===== src/rtl/bis_pkg.sv =====
package bis_pkg;

    typedef enum logic [1:0] {
        ST_FIXED = 2'd0,
        ST_TABLE = 2'd1,
        ST_READY = 2'd2
    } sched_state_e;

    // Mode request code to scheduler state; code 3 falls back to the fixed rotation.
    function automatic sched_state_e sel_to_state(input logic [1:0] sel);
        case (sel)
            2'd1:    return ST_TABLE;
            2'd2:    return ST_READY;
            default: return ST_FIXED;
        endcase
    endfunction

endpackage


===== src/rtl/bis_wrap_ctr.sv =====
module bis_wrap_ctr #(
    parameter int LIMIT = 4,
    parameter int CW    = (LIMIT > 1) ? $clog2(LIMIT) : 1
) (
    input  logic          clk,
    input  logic          rst,
    input  logic          clear,
    input  logic          step,
    output logic [CW-1:0] count,
    output logic          at_last
);

    assign at_last = (count == CW'(LIMIT - 1));

    always_ff @(posedge clk) begin
        if (rst || clear) begin
            count <= '0;
        end else if (step) begin
            count <= at_last ? '0 : count + 1'b1;
        end
    end

    // a stepping pointer that is not at its end moves up by exactly one
    assert_ctr_advance_R2: assert property (@(posedge clk) disable iff (rst)
        (step && !clear && !at_last) |=> (count == $past(count) + 1'b1));

endmodule


===== src/rtl/bis_slot_table.sv =====
module bis_slot_table #(
    parameter int NUM_SLOTS = 8,
    parameter int TID_W     = 2,
    parameter int SLOT_W    = 3,
    localparam int EW       = TID_W + 1
) (
    input  logic              clk,
    input  logic              rst,
    input  logic              wr_en,
    input  logic [SLOT_W-1:0] wr_idx,
    input  logic [TID_W-1:0]  wr_tid,
    input  logic              wr_valid,
    input  logic              commit,
    input  logic [SLOT_W-1:0] rd_idx,
    output logic [TID_W-1:0]  rd_tid,
    output logic              rd_valid
);

    logic [EW-1:0]           shadow_q [NUM_SLOTS];
    logic [EW-1:0]           active_q [NUM_SLOTS];
    logic [NUM_SLOTS-1:0]    wr_hit;
    logic [NUM_SLOTS*EW-1:0] active_flat;
    logic [EW-1:0]           wr_word;

    assign wr_word = {wr_valid, wr_tid};

    for (genvar g = 0; g < NUM_SLOTS; g++) begin : g_entry
        assign wr_hit[g]                  = wr_en && (wr_idx == SLOT_W'(g));
        assign active_flat[g*EW +: EW]    = active_q[g];
    end

    always_ff @(posedge clk) begin
        if (rst) begin
            for (int i = 0; i < NUM_SLOTS; i++) begin
                shadow_q[i] <= '0;
                active_q[i] <= '0;
            end
        end else begin
            for (int i = 0; i < NUM_SLOTS; i++) begin
                if (wr_hit[i]) begin
                    shadow_q[i] <= wr_word;
                end
                if (commit) begin
                    active_q[i] <= wr_hit[i] ? wr_word : shadow_q[i];
                end
            end
        end
    end

    assign {rd_valid, rd_tid} = active_q[rd_idx];

    // the table used for issue changes only across a commit point
    assert_table_hold_R8: assert property (@(posedge clk) disable iff (rst)
        !commit |=> $stable(active_flat));

endmodule


===== src/rtl/bis_rr_pick.sv =====
module bis_rr_pick #(
    parameter int NUM_THREADS = 4,
    parameter int TID_W       = 2
) (
    input  logic [NUM_THREADS-1:0] req,
    input  logic [TID_W-1:0]       last,
    output logic                   grant_valid,
    output logic [TID_W-1:0]       grant_idx
);

    logic [TID_W-1:0] cand_idx [NUM_THREADS];

    // Candidate g is the thread g+1 places after the last issued one
    for (genvar g = 0; g < NUM_THREADS; g++) begin : g_cand
        assign cand_idx[g] = TID_W'((int'(last) + g + 1) % NUM_THREADS);
    end

    always_comb begin
        grant_valid = 1'b0;
        grant_idx   = '0;
        for (int k = NUM_THREADS - 1; k >= 0; k--) begin
            if (req[cand_idx[k]]) begin
                grant_valid = 1'b1;
                grant_idx   = cand_idx[k];
            end
        end
    end

    // a grant always lands on a requesting thread
    always_comb begin
        if (grant_valid) begin
            assert_pick_ready_R6: assert (req[grant_idx]);
        end
    end

endmodule


===== src/rtl/barrel_issue_sched.sv =====
module barrel_issue_sched
    import bis_pkg::*;
#(
    parameter int NUM_THREADS = 4,
    parameter int NUM_SLOTS   = 8,
    localparam int TID_W      = (NUM_THREADS > 1) ? $clog2(NUM_THREADS) : 1,
    localparam int SLOT_W     = (NUM_SLOTS > 1) ? $clog2(NUM_SLOTS) : 1
) (
    input  logic                   clk,
    input  logic                   rst,
    input  logic [NUM_THREADS-1:0] thread_ready,
    input  logic [1:0]             mode_sel,
    input  logic                   tbl_wr_en,
    input  logic [SLOT_W-1:0]      tbl_wr_idx,
    input  logic [TID_W-1:0]       tbl_wr_tid,
    input  logic                   tbl_wr_valid,
    output logic                   issue_valid,
    output logic [TID_W-1:0]       issue_tid,
    output logic                   bubble
);

    sched_state_e      state_q, state_d;
    logic              commit;
    logic [TID_W-1:0]  rot_cnt;
    logic              rot_last;
    logic [SLOT_W-1:0] slot_cnt;
    logic              slot_last;
    logic [TID_W-1:0]  last_q;
    logic [TID_W-1:0]  tb_tid;
    logic              tb_valid;
    logic              pick_valid;
    logic [TID_W-1:0]  pick_idx;

    bis_wrap_ctr #(.LIMIT(NUM_THREADS), .CW(TID_W)) u_rot_ctr (
        .clk     (clk),
        .rst     (rst),
        .clear   (commit),
        .step    (state_q == ST_FIXED),
        .count   (rot_cnt),
        .at_last (rot_last)
    );

    bis_wrap_ctr #(.LIMIT(NUM_SLOTS), .CW(SLOT_W)) u_slot_ctr (
        .clk     (clk),
        .rst     (rst),
        .clear   (commit),
        .step    (state_q == ST_TABLE),
        .count   (slot_cnt),
        .at_last (slot_last)
    );

    bis_slot_table #(.NUM_SLOTS(NUM_SLOTS), .TID_W(TID_W), .SLOT_W(SLOT_W)) u_table (
        .clk      (clk),
        .rst      (rst),
        .wr_en    (tbl_wr_en),
        .wr_idx   (tbl_wr_idx),
        .wr_tid   (tbl_wr_tid),
        .wr_valid (tbl_wr_valid),
        .commit   (commit),
        .rd_idx   (slot_cnt),
        .rd_tid   (tb_tid),
        .rd_valid (tb_valid)
    );

    bis_rr_pick #(.NUM_THREADS(NUM_THREADS), .TID_W(TID_W)) u_pick (
        .req         (thread_ready),
        .last        (last_q),
        .grant_valid (pick_valid),
        .grant_idx   (pick_idx)
    );

    // Commit point and next-state selection
    always_comb begin
        unique case (state_q)
            ST_FIXED: commit = rot_last;
            ST_TABLE: commit = slot_last;
            ST_READY: commit = 1'b1;
            default:  commit = 1'b1;
        endcase
        state_d = commit ? sel_to_state(mode_sel) : state_q;
    end

    // State register
    always_ff @(posedge clk) begin
        if (rst) begin
            state_q <= ST_FIXED;
        end else begin
            state_q <= state_d;
        end
    end

    // Last-issued thread for the round-robin start point
    always_ff @(posedge clk) begin
        if (rst) begin
            last_q <= TID_W'(NUM_THREADS - 1);
        end else if (issue_valid) begin
            last_q <= issue_tid;
        end
    end

    // Outputs
    always_comb begin
        issue_valid = 1'b0;
        issue_tid   = '0;
        unique case (state_q)
            ST_FIXED: begin
                issue_valid = thread_ready[rot_cnt];
                issue_tid   = issue_valid ? rot_cnt : '0;
            end
            ST_TABLE: begin
                issue_valid = tb_valid && thread_ready[tb_tid];
                issue_tid   = issue_valid ? tb_tid : '0;
            end
            ST_READY: begin
                issue_valid = pick_valid;
                issue_tid   = pick_valid ? pick_idx : '0;
            end
            default: begin
                issue_valid = 1'b0;
                issue_tid   = '0;
            end
        endcase
        bubble = !issue_valid;
    end

    // an issued thread is ready in that cycle
    assert_issue_ready_R10: assert property (@(posedge clk) disable iff (rst)
        issue_valid |-> thread_ready[issue_tid]);

    // the state only moves across a commit point
    assert_mode_hold_R9: assert property (@(posedge clk) disable iff (rst)
        !commit |=> (state_q == $past(state_q)));

    // the table walk wraps to entry 0 after the last entry
    assert_slot_wrap_R4: assert property (@(posedge clk) disable iff (rst)
        (state_q == ST_TABLE && slot_last) |=> (slot_cnt == '0));

    // the cycle after reset starts the fixed rotation at zero
    assert_reset_state_R1: assert property (@(posedge clk) disable iff (rst)
        $past(rst) |-> (state_q == ST_FIXED && rot_cnt == '0 && slot_cnt == '0));

endmodule


===== config.mk =====
export PLATFORM = sky130hd
export DESIGN_NAME = barrel_issue_sched
export DESIGN_NICKNAME = d
export VERILOG_FILES = /design/src/rtl/bis_pkg.sv /design/src/rtl/bis_wrap_ctr.sv /design/src/rtl/bis_slot_table.sv /design/src/rtl/bis_rr_pick.sv /design/src/rtl/barrel_issue_sched.sv
export SDC_FILE = /design/constraint.sdc
export NUM_CORES = 1
export LEC_CHECK = 0
export ABC_AREA = 1
export BUFFER_PORTS_ARGS = -buffer_cell sky130_fd_sc_hd__buf_2
export CORE_UTILIZATION = 28
export DETAILED_ROUTE_END_ITERATION = 10
export PLACE_DENSITY = 0.55
export RECOVER_POWER = 50
export SLEW_MARGIN = 20
export SYNTH_ARGS = -nofsm -noshare
export SYNTH_HDL_FRONTEND = slang
export SYNTH_SLANG_ARGS = --single-unit

===== constraint.sdc =====
create_clock -name clk -period 2.7 [get_ports clk]
set_input_delay 0.27 -clock clk [delete_from_list [all_inputs] [get_ports clk]]
set_output_delay 0.27 -clock clk [all_outputs]
set_load 0.005 [all_outputs]

==> After elaboration in Yosys (flattened, before gate mapping) <==
Memory sizes are Yosys's and may differ from the RTL's. A register that Yosys moved wholly into a read port is not among the register bits.
Index checks and enable logic that the tools add are counted.
{ "totals": {"ff_bits": 9, "latchBits": 0, "ram_bits": 48, "romBits": 0, "in_bits": 15, "output_inout_bits": 4, "word_cells": 146, "mem_count": 2} }
{ "op_classes": {"n_addsub": 8, "mul": 0, "div": 0, "magnitude_cmp": 6, "n_eq_ne": 13, "shift": 0, "n_mux": 84, "bitwise_logic": 16, "n_reduce_logical": 13} }
{ "mem_list": {"columns": ["memory", "depth", "word_bits", "read_ports", "rd_clocked_by_memory_dff", "wr", "line_no", "rtl"], "rows": [
  ["u_table.active_q", 8, 3, 1, 1, 8, "bis_slot_table.sv:20", "logic [EW-1:0] active_q [NUM_SLOTS];"],
  ["u_table.shadow_q", 8, 3, 8, 0, 8, "bis_slot_table.sv:19", "logic [EW-1:0] shadow_q [NUM_SLOTS];"]
]} }
{ "ops": {"columns": ["operator", "n"], "rows": [
  ["$mux W3", 27],
  ["$mux W1", 39],
  ["$lt A2 B3 Y1 const B", 6],
  ["$mux W2", 8],
  ["$or A1 B1 Y1", 16],
  ["$eq A3 B3 Y1 const B", 5],
  ["$bmux W1 S2", 6],
  ["$add A2 B2 Y2 const B", 5],
  ["$logic_and A1 B1 Y1", 9],
  ["$eq A2 B2 Y1 const B", 3],
  ["$eq A3 B2 Y1 const B", 2],
  ["$pmux W2 S3", 1],
  ["$add A2 B1 Y2 const B", 2],
  ["$eq A2 B1 Y1 const B", 2],
  ["$pmux W2 S2", 1],
  ["$add A3 B1 Y3 const B", 1],
  ["$eq A3 B1 Y1 const B", 1],
  ["$logic_not A3 Y1", 1],
  ["$pmux W1 S3", 1],
  ["$logic_not A2 Y1", 1],
  ["$pmux W1 S2", 1],
  ["$logic_not A1 Y1", 1],
  ["$logic_or A1 B1 Y1", 1]
]} }

==> Longest topological paths before layout <==
Gate-level depths: netlist (run 1).
{ "logic_depth": {"depth_word": 10, "mapped_depth": 13, "mapped_depth_nobuf": 12} }

==> Cells and area by module <==
From an unflattened synthesis (run 1), not the netlist that was laid out.
{ "hier_totals": {"cells_unflattened": 421, "area_unflattened_um2": 3186.8} }
{ "modules_own_cells": {"columns": ["module", "instances", "cells_each", "area_each_um2", "seq_area_each_um2"], "rows": [
  ["bis_slot_table", 1, 263, 2306.0, 1441.4],
  ["barrel_issue_sched", 1, 74, 402.9, 80.1],
  ["bis_rr_pick", 1, 49, 226.5, 0.0],
  ["bis_wrap_ctr (u_slot_ctr)", 1, 21, 153.9, 60.1],
  ["bis_wrap_ctr (u_rot_ctr)", 1, 14, 97.6, 40.0]
]} }

==> Least setup slack after synthesis (run 1) <==
Ideal clock, no wire load.
{ "synth_path": {"kind": "reg-to-reg", "startpoint": "register u_slot_ctr.count[0]", "endpoint": "memory u_table.active_q[0][0] (netlist bit), enable pin", "setup_ns": 0.448, "t_arrival_ns": 1.332, "t_required_ns": 2.252, "path_slack_ns": 0.920, "stages_incl_launch_ff": 7, "path_buffers": 0, "period_less_slack_ns": 1.780, "cell_sequence": "dfxtp_1 -> ha_1 -> ha_1 -> nor2_1 -> inv_1 -> nand2_1 -> nand2_1"} }
{ "synth_rtl": {"columns": ["element", "line_no", "rtl"], "rows": [
  ["start, declared", "bis_wrap_ctr.sv:9", "output logic [CW-1:0] count,"],
  ["start signal, assigned", "bis_wrap_ctr.sv:19", "count <= at_last ? '0 : count + 1'b1;"],
  ["end, declared", "bis_slot_table.sv:20", null]
]} }

==> results of run 1 <==
==> through the flow <==
step	utilization (%)	instances	worst slack, ns
finish	33.2	520	0.391
global route	33.2	520	0.155
global placement	31.3	504	0.843
detailed placement	31.3	504	0.753
floorplan	-	357	0.920
CTS	33.3	520	0.371
==> layout make-up <==
type                       count  area, sq um  share of cell area (%)
multi-input combinational    242         1140                    32.8
sequential                    60         1680                    48.4
clock buffer                  11          131                    3.78
clock inverter                 5         76.3                    2.20
tap                          136          170                    4.90
inverter                      46          173                    4.97
timing repair buffer          20          103                    2.95
==> worst max-delay path by stage <==
| stage | slack [ns] | end | start |
|---|---|---|---|
| finish | 0.39 | bubble | flip-flop |
| global route | 0.16 | bubble | flip-flop |
| CTS | 0.37 | bubble | flip-flop |
| detailed placement | 0.75 | bubble | flip-flop |
| global placement | 0.84 | bubble | flip-flop |
| floorplan | 0.92 | u_table.active_q[0][0]$_SDFFCE_PN0P_ | u_slot_ctr.count[0]$_SDFFE_PP0P_ |
==> Yosys cell counts, drive strengths merged <==
master / number / area, sq um
nand2: 109 / 419
edfxtp: 48 / 1440
inv: 46 / 173
nor2: 40 / 155
a21oi: 37 / 189
nand3: 28 / 185
dfxtp: 12 / 240
o21ai: 10 / 57.6
buf: 6 / 43.8
or2: 4 / 25.0
a31oi: 3 / 18.8
clkbuf: 3 / 11.3
ha: 3 / 37.5
nand4: 2 / 12.5
nor3: 2 / 15.0
and2: 1 / 6.26
o211ai: 1 / 7.51
xnor2: 1 / 8.76
xor2: 1 / 8.76
==> per-layer routing <==
layer	share of wire [%]	global-route usage [%]	wire [um]
met1	47	14.0	2930
met3	4.3	3.25	268
met5	0	0	0
met4	0.74	4.70	46
met2	48	20.6	3010
==> cells in the final DEF, fill, tap and decap left out, types with 2 or more instances in the layout <==
cell type / netlist / layout
sky130_fd_sc_hd__or2_2: 2 / 2
sky130_fd_sc_hd__o21ai_2: 2 / 2
sky130_fd_sc_hd__buf_2: 2 / 16
sky130_fd_sc_hd__nor2_1: 38 / 38
sky130_fd_sc_hd__a21oi_1: 36 / 36
sky130_fd_sc_hd__nand3_1: 19 / 20
sky130_fd_sc_hd__nand4_1: 2 / 2
sky130_fd_sc_hd__bufinv_16: 0 / 2
sky130_fd_sc_hd__a31oi_1: 3 / 3
sky130_fd_sc_hd__clkbuf_1: 3 / 4
sky130_fd_sc_hd__o21ai_0: 5 / 5
sky130_fd_sc_hd__nand2_2: 4 / 4
sky130_fd_sc_hd__clkbuf_8: 0 / 9
sky130_fd_sc_hd__buf_4: 3 / 2
sky130_fd_sc_hd__inv_2: 4 / 4
sky130_fd_sc_hd__dfxtp_1: 12 / 12
sky130_fd_sc_hd__inv_1: 42 / 42
sky130_fd_sc_hd__nor2_2: 2 / 2
sky130_fd_sc_hd__nand3_2: 9 / 8
sky130_fd_sc_hd__o21ai_1: 3 / 3
sky130_fd_sc_hd__nand2_1: 105 / 105
sky130_fd_sc_hd__edfxtp_1: 48 / 48
sky130_fd_sc_hd__ha_1: 3 / 3
==> cell families (layout without fill, tap and decap cells) <==
logic type	after synthesis	after routing
buffers and inverters	55	82
adder cells (fa/ha/maj)	3	3
AO/OA/AOI/OAI	51	51
XOR/XNOR	2	2
flip-flops	60	60
AND/OR/NAND/NOR	186	186
==> flip-flops by register name, indices dropped and copies added (netlist names), named ones only <==
register          cells
u_table.active_q     24
u_table.shadow_q     24
u_slot_ctr.count      3
last_q                2
state_q               2
u_rot_ctr.count       2
==> power groups by stage <==
stage,Combinational [uW],Sequential [uW],Clock (uW)
2_1_floorplan,483,1200,0
3_3_place_gp,588,1230,0
3_5_place_dp,595,1230,0
4_1_cts,598,1210,882
5_1_grt,684,1230,914
6_report,600,1210,860
==> PnR_summary.wiki, run 1 <==
{| class="wikitable"
! Metric !! Value
|-
| Result of the run || complete, no violations
|-
| Count of pins on the block boundary || 19
|-
| Post-layout min period || 2.31 ns
|-
| Ratio of routed vias to standard cells || 4.56
|-
| Number of post-CTS setup repair buffers || 0
|-
| Number of vias in the routed layout || 2371
|-
| Comb pwr share || 22.5%
|-
| Hold slack || 0.111 ns
|-
| Clock buffer count from CTS || 9
|-
| Cell leakage power || 0.00146 uW
|-
| Largest net degree at the start of global routing || 30
|-
| Worst flop-to-flop path startpoint || state_q[0]$_SDFFE_PP0P_
|-
| Distinct cell type count of the synthesized netlist || 31
|-
| CP Buf/Inv Count || 3
|-
| Yosys warning count || 0
|-
| Post-Syn Instances || 357
|-
| Final clock skew || 0.00909 ns
|-
| Later-pin clock latency in the skew report || 0.33 ns
|-
| Min-Delay Endpoint || state_q[1]$_SDFFE_PP0P_
|-
| Buffers on Ports || 18
|-
| Worst hold stages || 2
|-
| Seq pwr share || 45.3%
|-
| Compound-gate portion of the synthesized area || 8.93%
|-
| IR drop worst, VDD || 0.222 mV
|-
| Final-layout setup total negative slack || 0 ns
|-
| Die boundary height || 106 um
|-
| Critical path's most frequent cell || sky130_fd_sc_hd__nand2_1
|-
| Critical Path Max Stage Delay || 0.58 ns
|-
| Category of the critical setup timing path || reg -> out
|-
| Count of final setup violators || 0
|-
| Max-Slew Margin vs Limit || 43.1%
|-
| Layout cells sized above 1 || 14.3%
|-
| Core outline area || 10500 sq um
|-
| Sequential fraction of the synthesis area || 55.0%
|-
| Share of the clock period used by the worst path || 85.5%
|-
| Dominant combinational cell family by area after synthesis || simple AND/OR/NAND/NOR gates
|-
| Final Routed Wirelength || 6.26 mm
|-
| Xor and xnor area share after synthesis || 0.573%
|-
| Syn Area/Cell || 8.56 sq um
|-
| GRT Util Overall || 11.9%
|-
| Launch point of the worst hold path || mode_sel[0]
|-
| Max Fanout on Critical Path || 13
|-
| Instance count on the critical path || 10
|-
| Post-synthesis simple-gate area fraction || 26.8%
|-
| TritonCTS clock tree || built
|-
| Adder-cell share of the synthesized area || 1.23%
|-
| Number of antenna violations at the first check in global routing || 0
|-
| Terminus of the critical flop-to-flop path || u_table.active_q[0][2]$_SDFFCE_PN0P_
|-
| Max Root-Sink Buffers || 2
|-
| Number of maximum-capacitance violations || 0
|-
| Data required time at the worst endpoint || 2.43 ns
|-
| Setup repair after global routing missed its margin || false
|-
| DRC violation count after routing || 0
|-
| Global placer's final weighted congestion || 0.795
|-
| Filler Cell Count || 1089
|-
| Length in cells of the worst reg-to-reg path || 7
|-
| Ant. Diodes || 0
|-
| Power per standard cell area || 769 nW/um^2
|-
| Switching power as a share of total power || 30.0%
|-
| Number of nets produced by synthesis || 375
|-
| Wire length of the first global-routing pass || 10.3 mm
|-
| Top cell family by delay on the critical path || simple AND/OR/NAND/NOR gates
|-
| Layout net count || 397
|-
| Starting density of the core || 29.2%
|-
| Number of buffers inserted by hold repair at cts || 0
|-
| Area of the die || 11300 sq um
|-
| Cell-by-cell listing of the critical path || inv_2, nand2_1, nand3_1, nand2_1, a21oi_2, nor3_2, nand3_2, nand2_1, inv_1, buf_2
|-
| NetSw || 801 uW
|-
| Worst-Margin Slew || 0.845 ns
|-
| Total design power || 2670 uW
|-
| Average detailed-routed wire length per instance || 12.0 um
|-
| Sort of element at the start of the critical path || flip-flop
|-
| Number of rows in the core area || 37
|-
| Part of the power in the clock network || 32.2%
|-
| Area of all placed cells without fillers || 3480 sq um
|-
| Drt first-iter violations || 168
|-
| TritonRoute pass-1 iters || 4
|-
| Internal power of the cells || 1870 uW
|-
| Slowest CP cell || sky130_fd_sc_hd__dfxtp_1
|-
| Clk root buf || sky130_fd_sc_hd__clkbuf_8
|-
| H-Tree Depth || 3
|-
| Combined area of all synthesized cells || 3060 sq um
|-
| Slew Limit Fails || 0
|-
| Class of the most critical hold timing path || in -> reg
|-
| Width of the die || 106 um
|-
| Fmax || 433 MHz
|-
| Multiplexer share of the synthesized area || 0%
|-
| Number of nets with antenna violations after routing || 0
|-
| Worst-path clk slew || 0.07 ns
|-
| Via count of the first global-routing pass || 2261
|-
| Placed instance area || 3280 sq um
|-
| Layout overhead on the synthesized area || 13.8%
|-
| Number of synthesized register bits || 60
|-
| Total clock sinks || 60
|-
| Data arrival time of the critical path || 2.04 ns
|-
| HPWL reported at the end of detailed placement || 4.62 mm
|-
| Minimum setup slack among reg-to-reg paths || 0.72 ns
|-
| Type of element capturing the critical path || output pin
|-
| Final hold violation count || 0
|-
| Post-cts resize count || 0
|-
| Total global routing overflow || 0
|}
(Power assumes the default switching activity.)
==> run 2, diff against run 1 <==
--- a/config.mk
+++ b/config.mk
@@ -9,7 +9,7 @@
 export BUFFER_PORTS_ARGS = -buffer_cell sky130_fd_sc_hd__buf_2
 export CORE_UTILIZATION = 28
 export DETAILED_ROUTE_END_ITERATION = 10
-export PLACE_DENSITY = 0.55
+export PLACE_DENSITY = 0.56
 export RECOVER_POWER = 50
 export SLEW_MARGIN = 20
 export SYNTH_ARGS = -nofsm -noshare
==> constraint.sdc (replaced) <==
create_clock -name clk -period 2.1 [get_ports clk]
set_input_delay 0.21 -clock clk [delete_from_list [all_inputs] [get_ports clk]]
set_output_delay 0.21 -clock clk [all_outputs]
set_load 0.005 [all_outputs]
==> run 2 against run 1 <==
Compared with the run above: setup slack worse by 0.23 ns; sequential share of layout area grew 0.077 points; count of clock-buffer cells in the layout decreased by 1; die area unchanged; flip-flop and latch count unchanged.
==> PnR_summary.wiki, run 2 (synthesized netlist as in run 1, its figures left out) <==
{| class="wikitable"
! Metric !! Value
|-
| Multi-input gate area in the final layout || 1160 sq um
|-
| Number of buffers inserted by hold repair at cts || 0
|-
| Width of the die || 106 um
|-
| Post-layout min period || 1.94 ns
|-
| GRT Util Overall || 12.0%
|-
| Type of element capturing the critical path || output pin
|-
| Max Fanout on Critical Path || 9
|-
| Final Routed Wirelength || 6.20 mm
|-
| Layout overhead on the synthesized area || 14.2%
|-
| Class of the most critical hold timing path || in -> reg
|-
| H-Tree Depth || 3
|-
| Slew Limit Fails || 0
|-
| Final-layout setup total negative slack || 0 ns
|-
| Max-Slew Margin vs Limit || 47.1%
|-
| Final clock skew || 0.00567 ns
|-
| Wire length of the first global-routing pass || 10.4 mm
|-
| Filler Cell Count || 1107
|-
| Data arrival time of the critical path || 1.73 ns
|-
| Most frequent cells in the layout || sky130_fd_sc_hd__nand2_1 (104), sky130_fd_sc_hd__edfxtp_1 (48), sky130_fd_sc_hd__inv_1 (42), sky130_fd_sc_hd__nor2_1 (37), sky130_fd_sc_hd__a21oi_1 (35)
|-
| Result of the run || complete, no violations
|-
| Core outline area || 10500 sq um
|-
| Worst-path clk slew || 0.06 ns
|-
| Data required time at the worst endpoint || 1.89 ns
|-
| Slowest CP cell || sky130_fd_sc_hd__dfxtp_4
|-
| Final hold violation count || 0
|-
| Layout net count || 398
|-
| Start point of the critical path || last_q[0]$_SDFFE_PP1P_
|-
| Global placer's final weighted congestion || 0.846
|-
| Setup repair after global routing missed its margin || false
|-
| Fmax || 516 MHz
|-
| Ant. Diodes || 0
|-
| Critical path's most frequent cell || sky130_fd_sc_hd__nand2_1
|-
| Number of antenna violations at the first check in global routing || 0
|-
| TritonCTS clock tree || built
|-
| Ratio of routed vias to standard cells || 4.45
|-
| Power per standard cell area || 954 nW/um^2
|-
| Largest regs || u_table.active_q x24, u_table.shadow_q x24, u_slot_ctr.count x3
|-
| Total clock sinks || 60
|-
| HPWL reported at the end of detailed placement || 4.64 mm
|-
| Layout cells sized above 1 || 16.7%
|-
| Buffers on Ports || 18
|-
| DRC violation count after routing || 0
|-
| Clock buffer count from CTS || 9
|-
| Count of final setup violators || 0
|-
| IR drop worst, VDD || 0.434 mV
|-
| Total design power || 3330 uW
|-
| Area of the die || 11300 sq um
|-
| Average detailed-routed wire length per instance || 11.9 um
|-
| Share of the clock period used by the worst path || 92.2%
|-
| Launch point of the worst hold path || mode_sel[0]
|-
| Cell-by-cell listing of the critical path || o21ai_1, nand2_1, nand2_1, inv_1, nand2_1, nand3_1, nand2_1, nor2_1, nor2_2, nand2_1, buf_2
|-
| Die boundary height || 106 um
|-
| Worst-Margin Slew || 0.784 ns
|-
| Number of maximum-capacitance violations || 0
|-
| Cell leakage power || 0.00146 uW
|-
| Total global routing overflow || 0
|-
| Via count of the first global-routing pass || 2261
|-
| Largest net degree at the start of global routing || 28
|-
| Number of vias in the routed layout || 2313
|-
| Clk root buf || sky130_fd_sc_hd__clkbuf_8
|-
| Critical Path Max Stage Delay || 0.38 ns
|-
| Number of rows in the core area || 37
|-
| Most common cell after layout, fill and taps aside || sky130_fd_sc_hd__nand2_1
|-
| Max Root-Sink Buffers || 2
|-
| Number of post-CTS setup repair buffers || 0
|-
| Starting density of the core || 29.2%
|-
| TritonRoute pass-1 iters || 4
|-
| Sort of element at the start of the critical path || flip-flop
|-
| Number of nets with antenna violations after routing || 0
|-
| Storage cell area || 1690 sq um
|-
| Worst flop-to-flop path startpoint || u_rot_ctr.count[0]$_SDFFE_PP0P_
|-
| Count of pins on the block boundary || 19
|-
| Category of the critical setup timing path || reg -> out
|-
| Later-pin clock latency in the skew report || 0.33 ns
|-
| Drt first-iter violations || 159
|}
## run 2: worst paths after layout
kind	to	slack [ns]	cells after the start
setup / recovery	issue_tid[0]	0.16	11
hold / removal	state_q[1]$_SDFFE_PP0P_	0.05	2
setup reg to reg	u_table.active_q[2][2]$_SDFFCE_PN0P_	0.32	4
hold reg to reg	flip-flop	0.49	2
## run 2: per-layer routing
| metal | routed length [um] | up-vias | track usage, % |
|---|---|---|---|
| li1 | - | 1214 | - |
| met1 | 3010 | 1038 | 15.1 |
| met2 | 2780 | 52 | 19.2 |
| met3 | 310 | 9 | 4.05 |
| met4 | 89 | 0 | 4.11 |
| met5 | 0 | - | 0 |
## run 2: power breakdown
part | switching, uW | internal, uW | total (uW)
logic | 497 | 287 | 784
registers | 99.7 | 1470 | 1570
clock network | 437 | 537 | 974
## run 2: layout make-up
cell class	count	share of cell area, %
inverter	46	5.02
timing repair buffer	21	3.05
clock inverter	5	1.54
tap	136	4.88
sequential	60	48.5
clock buffer	10	3.66
multi-input combinational	242	33.4
## run 2: stage by stage
| step | instances | worst slack (ns) | hold WS [ns] | instance area, sq um | utilization (%) |
|---|---|---|---|---|---|
| detailed placement | 505 | 0.270 | 0.396 | 3280 | 31.4 |
| global placement | 505 | 0.308 | 0.394 | 3280 | 31.4 |
| finish | 520 | 0.164 | 0.0515 | 3490 | 33.3 |
| floorplan | 357 | 0.320 | 0.279 | 3060 | - |
| global route | 520 | 0.000403 | 0.0322 | 3490 | 33.3 |
| CTS | 520 | 0.0394 | 0.0375 | 3470 | 33.1 |
## run 2: repair_timing
action	CTS	global route
cloned	0	0
gates resized for setup	2	9
setup endpoints to repair	4	4
## run 2: worst max-delay path: cells and delay by family (launching register included)
kind	cells	cell delay, ns
buffers and inverters	2	0.17
AOI/OAI and AO/OA	1	0.25
and+or+nand+nor	8	0.59
DFF	1	0.38
